--- src/rtl/irqSetClrPkg.sv ---
package irqSetClrPkg;
  typedef struct packed {
    logic flagClr;   // write to flag register: clear selected flags
    logic maskWr;    // write to enable register
    logic maskSet;   // 1: set selected mask bits, 0: clear them
    logic selFlag;   // read mux selects flag register
    logic selMask;   // read mux selects enable register
  } irqStrobe_t;
endpackage

--- src/rtl/irqSetClrCtrl.sv ---
module irqSetClrCtrl
  import irqSetClrPkg::*;
#(
  parameter int ADDR_W = 4,
  parameter int DATA_W = 8,
  parameter logic [ADDR_W-1:0] FLAG_OFS = 4'hD,
  parameter logic [ADDR_W-1:0] MASK_OFS = 4'hE
) (
  input  logic [ADDR_W-1:0] regSel,
  input  logic              wrEn,
  input  logic              modeBit,
  output irqStrobe_t        strobe
);
  always_comb begin
    strobe.selFlag = (regSel == FLAG_OFS);
    strobe.selMask = (regSel == MASK_OFS);
    strobe.flagClr = wrEn && strobe.selFlag;
    strobe.maskWr  = wrEn && strobe.selMask;
    strobe.maskSet = modeBit;
  end
endmodule

--- src/rtl/irqSetClrData.sv ---
module irqSetClrData
  import irqSetClrPkg::*;
#(
  parameter int NUM_SRC = 7,
  localparam int DATA_W = NUM_SRC + 1
) (
  input  logic               clk,
  input  logic               rstN,
  input  irqStrobe_t         strobe,
  input  logic [NUM_SRC-1:0] bitSel,
  input  logic [NUM_SRC-1:0] srcPulse,
  output logic [NUM_SRC-1:0] flagQ,
  output logic [NUM_SRC-1:0] maskQ,
  output logic [DATA_W-1:0]  rdData,
  output logic               irqN
);
  logic [NUM_SRC-1:0] clrVec;
  logic [NUM_SRC-1:0] maskNext;
  logic               anyActive;

  assign clrVec = strobe.flagClr ? bitSel : '0;

  always_comb begin
    maskNext = maskQ;
    if (strobe.maskWr) begin
      if (strobe.maskSet) maskNext = maskQ | bitSel;
      else                maskNext = maskQ & ~bitSel;
    end
  end

  always_ff @(posedge clk or negedge rstN) begin
    if (!rstN) begin
      flagQ <= '0;
      maskQ <= '0;
    end else begin
      flagQ <= (flagQ & ~clrVec) | srcPulse;  // a pulse wins over a clear
      maskQ <= maskNext;
    end
  end

  assign anyActive = |(flagQ & maskQ);
  assign irqN      = ~anyActive;

  always_comb begin
    if (strobe.selFlag)      rdData = {anyActive, flagQ};
    else if (strobe.selMask) rdData = {1'b1, maskQ};
    else                     rdData = '0;
  end
endmodule

--- src/rtl/irqSetClrTop.sv ---
module irqSetClrTop
  import irqSetClrPkg::*;
#(
  parameter int NUM_SRC = 7,
  parameter int ADDR_W = 4,
  localparam int DATA_W = NUM_SRC + 1
) (
  input  logic               clk,
  input  logic               rstN,
  input  logic [ADDR_W-1:0]  regSel,
  input  logic               wrEn,
  input  logic [DATA_W-1:0]  wrData,
  output logic [DATA_W-1:0]  rdData,
  input  logic [NUM_SRC-1:0] srcPulse,
  output logic               irqN
);
  irqStrobe_t         strobe;
  logic [NUM_SRC-1:0] flagQ;
  logic [NUM_SRC-1:0] maskQ;

  irqSetClrCtrl #(.ADDR_W(ADDR_W), .DATA_W(DATA_W)) uCtrl (
    .regSel (regSel),
    .wrEn   (wrEn),
    .modeBit(wrData[DATA_W-1]),
    .strobe (strobe)
  );

  irqSetClrData #(.NUM_SRC(NUM_SRC)) uData (
    .clk     (clk),
    .rstN    (rstN),
    .strobe  (strobe),
    .bitSel  (wrData[NUM_SRC-1:0]),
    .srcPulse(srcPulse),
    .flagQ   (flagQ),
    .maskQ   (maskQ),
    .rdData  (rdData),
    .irqN    (irqN)
  );
endmodule

--- config.mk ---
export PLATFORM = sky130hd
export DESIGN_NAME = irqSetClrTop
export DESIGN_NICKNAME = d
export VERILOG_FILES = /design/src/rtl/irqSetClrPkg.sv /design/src/rtl/irqSetClrCtrl.sv /design/src/rtl/irqSetClrData.sv /design/src/rtl/irqSetClrTop.sv
export SDC_FILE = /design/constraint.sdc
export NUM_CORES = 1
export LEC_CHECK = 0
export BUFFER_PORTS_ARGS = -buffer_cell sky130_fd_sc_hd__buf_2
export CORE_UTILIZATION = 46
export DETAILED_ROUTE_END_ITERATION = 10
export PLACE_DENSITY = 0.86
export SLEW_MARGIN = 10
export SYNTH_ARGS = -nofsm -noshare
export SYNTH_HDL_FRONTEND = slang
export SYNTH_SLANG_ARGS = --single-unit
--- constraint.sdc ---
create_clock -name clk -period 1.5 [get_ports clk]
set_input_delay 0.3 -clock clk [delete_from_list [all_inputs] [get_ports clk]]
set_output_delay 0.3 -clock clk [all_outputs]
set_load 0.02 [all_outputs]
# After elaboration in Yosys (flattened, before gate mapping)
# Cells that the tools add are included.
[word_totals]
reg_bits = 14
in_bits = 22
output_inout_bits = 9
elab_cells = 19
[classes]
n_eq_ne = 2
n_mux = 4
bitwise_logic = 8
n_reduce_logical = 3
[ops]
columns = ["op", "n"]
rows = [
  ["$and 7x7->7", 3],
  ["$mux 8", 2],
  ["$mux 7", 2],
  ["$not 7->7", 2],
  ["$or 7x7->7", 2],
  ["$eq 4x4->1 const B", 2],
  ["$reduce_or 7->1", 1],
  ["$logic_and 1x1->1", 2],
  ["$not 1->1", 1],
]

# Longest topological paths before layout
[logic_depth]
depth_word = 6
depth_mapped = 5
depth_no_buf = 3

# Cells and area by module
# From an unflattened synthesis, not the netlist that was laid out.
[unflattened]
cells_unflattened = 68
hier_area_um2 = 700.7
[by_module_without_submodules]
columns = ["mod", "n_inst", "cells_each", "area_per_inst_um2", "seq_area_each_um2"]
rows = [
  ["irqSetClrData", 1, 59, 656.9, 350.3],
  ["irqSetClrCtrl", 1, 9, 43.8, 0.0],
]

# Worst setup path after synthesis
# No wires, ideal clock.
[synth_path]
path_kind = "register -> output"
start = "register (tool-made name)"
end = "output rdData[7]"
t_arrival_ns = 1.079
required_time_ns = 1.200
slack_ns = 0.121
stages_incl_launch_ff = 4
n_path_buf = 0
cell_sequence = "dfrtp_1 > a222oi_1 > a31oi_1 > o21ba_2"
[synth_rtl]
columns = ["item", "line", "rtl"]
rows = [
  ["to (decl)", "irqSetClrTop.sv:13", "output logic [DATA_W-1:0] rdData,"],
]

# Worst setup path after layout
[layout_path]
start = "register uData.flagQ[5]"
end = "output rdData[7]"
[layout_between]
elab_chain_len = 3
[layout_rtl]
columns = ["item", "line", "rtl"]
rows = [
  ["from (decl)", "irqSetClrData.sv:12", "output logic [NUM_SRC-1:0] flagQ,"],
  ["from (signal assigned)", "irqSetClrData.sv:36", "flagQ <= (flagQ & ~clrVec) | srcPulse;"],
  ["$and 7x7->7", "irqSetClrData.sv:41", "assign anyActive = |(flagQ & maskQ);"],
  ["$reduce_or 7->1", "irqSetClrData.sv:41", ""],
  ["$mux 8", "irqSetClrData.sv:45", "if (strobe.selFlag) rdData = {anyActive, flagQ};"],
]
# Every way passes these cells.

==> metrics.md <==
| Metric | Value |
|---|---|
| Status | `finished, violations left` |
| Violations in the final reports | `DRC, setup timing` |
| Vias in the first global route | `697` |
| MaxCap Viol Count | `0` |
| Ports | `31` |
| R2R cell count | `2` |
| Worst Hold Class | `in2reg` |
| Register area | `350.3 um2` |
| Clock Latency Late Sink | `260 ps` |
| Post-synthesis area per instance | `11.16 um2` |
| RSZ-0062 raised after global routing | `true` |
| Largest net degree at the start of global routing | `15` |
| Pre-Repair DR Iteration Count | `7` |
| H-tree levels | `1` |
| Worst setup EP type | `output pin` |
| Final setup viols | `3` |
| Multi-input gate area | `409.1 um2` |
| Detail Route Antenna Nets | `0` |
| Tightest Pin Transition | `379.6 ps` |
| Vias | `742` |
| Crit path DAT | `1570 ps` |
| Die H | `43.50 um` |
| Synth Cell Area | `792.0 um2` |
| Site row count | `14` |
| P per Cell Area | `824.7 mW/mm2` |
| Peak supply drop | `0.6311 mV` |
| Static leakage | `0.5035 nW` |
| Area grow syn2layout | `38.86%` |
| Final setup margin | `-367.8 ps` |
| Highest metal used | `met4` |
| Kind of cell adding the most delay to the critical path | `compound AO/OA/AOI/OAI gates` |
| Num Clock Sinks | `14` |
| CP cell instances | `a222oi_1, a31oi_1, o21ba_2, buf_6` |
| Clock Tree Buf Depth | `2` |
| CTS tree | `done` |
| Via density | `5.708` |
| Post-Syn Instances | `71` |
| Layout cell share with drive strength beyond 1 | `54.39%` |
| Die Width | `43.50 um` |
| Initial antenna violation count | `0` |
| Maximum clock rate | `535.4 MHz` |
| Max FO, Critical Path | `2` |
| Worst rel slew slack | `74.69%` |
| Avg WL per Cell | `14.61 um` |
| Layout Utilization | `70.55%` |
| DRT met1 WL | `866 um` |
| Synth area leader | `dfrtp_1` |
| Core ar. | `0.001559 mm2` |
| Routed WL | `1899 um` |
| Slew Limit Fails | `0` |
| FF-to-FF setup slack | `600 ps` |
| GPL Wtd Cong | `0.8421` |
| CP Buf/Inv Count | `1` |
| Full die area | `0.001892 mm2` |
| Diodes inserted | `0` |
| Hold EP | `uData.flagQ[3]` |
| DRC errors left | `6` |
| Hold Crit Depth | `2` |
| Share of the synthesized area in the top cell type | `44.23%` |
| Startpoint Class | `flip-flop` |
| Routed wl met2 | `916 um` |
| Hold Vio Cnt, Final | `0` |
| Root buf cell | `clkbuf_4` |
| Final global-route overflow total | `0` |
| Min Tclk post-route | `1868 ps` |
| Reg clk slew, reported paths | `80 ps` |
| Slowest stage cell, crit path | `a222oi_1` |
| Yosys warns | `0` |
| Syn Nets | `93` |
| Unique masters post-synth | `19` |
| Largest stage delay, worst path | `420 ps` |
| Sequential fraction of the synthesis area | `44.23%` |
| Initial DRC Count | `25` |
| First-pass GRT wire length | `3008 um` |
| GRT Resource Usage Total | `21.67%` |
| CTS buffer count | `3` |
| Fillers | `109` |
| Layout Skew | `0 ps` |
| Worst EP required | `1200 ps` |
| Critical setup path kind | `reg2out` |
| Final nets | `138` |
| Synth top area cells | `dfrtp_1, a22oi_1, nand3_1, a21o_1, mux2_2` |
| Dpl hpwl | `1367 um` |
| Starting density of the core | `50.80%` |
| Tcrit/Tclk final | `124.5%` |
| Routed wl met3 | `93 um` |
| HP Start | `srcPulse[3]` |
| Dpl ws | `-63.27 ps` |
| Synthesized flop and latch total | `14` |
| Port buffer count | `30` |
[per-layer routing]
layer,global-route usage [%],vias up
li1,-,352
met1,28.80,364
met2,34.55,24
met3,4.167,2
met4,9.375,0
met5,0,-
[placed cells by master (no fill, tap or decap)]
master,Yosys,final
nand3_1,11,11
nor2_1,7,7
buf_6,2,4
mux2_2,4,4
a22oi_2,0,3
mux2_4,3,3
buf_2,0,25
a21o_1,7,7
buf_4,1,13
nand2_1,1,1
dlygate4sd3_1,0,1
and2b_4,0,1
a31oi_1,1,1
a222oi_1,1,1
a22oi_1,9,6
nand2b_1,1,1
and3_1,2,2
o21ba_2,1,1
buf_12,1,1
dfrtp_1,14,14
nor2b_4,1,1
clkbuf_4,0,3
nand3_2,3,3
[final cells by class]
| type | count | area share [%] |
|---|---|---|
| multi-input combinational | 53 | 37.20 |
| sequential | 14 | 31.85 |
| timing repair buffer | 44 | 27.08 |
| clock buffer | 3 | 2.048 |
| tap | 16 | 1.820 |
[report_power, final]
group          leakage (nW)  internal, W  switching, W
registers             0.151     0.000416     0.0000300
logic                 0.338     0.000144      0.000112
clock network        0.0138    0.0000928      0.000111
[how the worst max path moves through the flow]
stage,from,end,slack (ps),cells after the start
after CTS,flip-flop,rdData[7],-390,4
after detailed placement,uData.flagQ[5],rdData[7],-60,4
after global placement,flip-flop,rdData[7],-60,4
after global routing,uData.flagQ[5],rdData[7],-460,4
final,uData.flagQ[5],rdData[7],-370,4
after floorplan,flip-flop,rdData[7],120,3
[stage by stage]
step | cells | TNS (ps) | power, W | hold slack, ps | cell area [um2]
floorplan | 71 | 0 | 0.0005842 | 4.409 | 792.0
global placement | 125 | -119.4 | 0.0006765 | 210.9 | 1015
detailed placement | 125 | -265.6 | 0.0006852 | 223.1 | 1015
CTS | 129 | -675.5 | 0.0008979 | 192.8 | 1051
global route | 130 | -945.4 | 0.0009595 | 198.2 | 1100
finish | 130 | -729.5 | 0.0009070 | 201.8 | 1100
[logic make-up after synthesis]
family / count (synthesis) / synth area share, %
AND/OR/NAND/NOR: 27 / 19.59
AO/OA/AOI/OAI: 19 / 18.48
flip-flops: 14 / 44.23
multiplexers: 7 / 11.37
buffers and inverters: 4 / 6.319
[synth_stat cells (all sizes together)]
cell type and instances:
a31oi 1, nor2 7, and3 2, nand2b 1, o21ba 1, a222oi 1, and2b 1, dfrtp 14
a22oi 9, nand2 1, nand3 14, nor2b 1, buf 4, mux2 7, a21o 7
[what timing repair did]
item                                    4_1_cts  5_1_grt
gates cloned                                  0        0
hold buffers                                  1        0
setup buffers                                 0        1
endpoints found under the setup margin        9        5
resized for setup                             2       12
endpoints found under the hold margin        14        0
pin swaps                                     0        4
No activity file was read; power rests on OpenSTA's default activity.
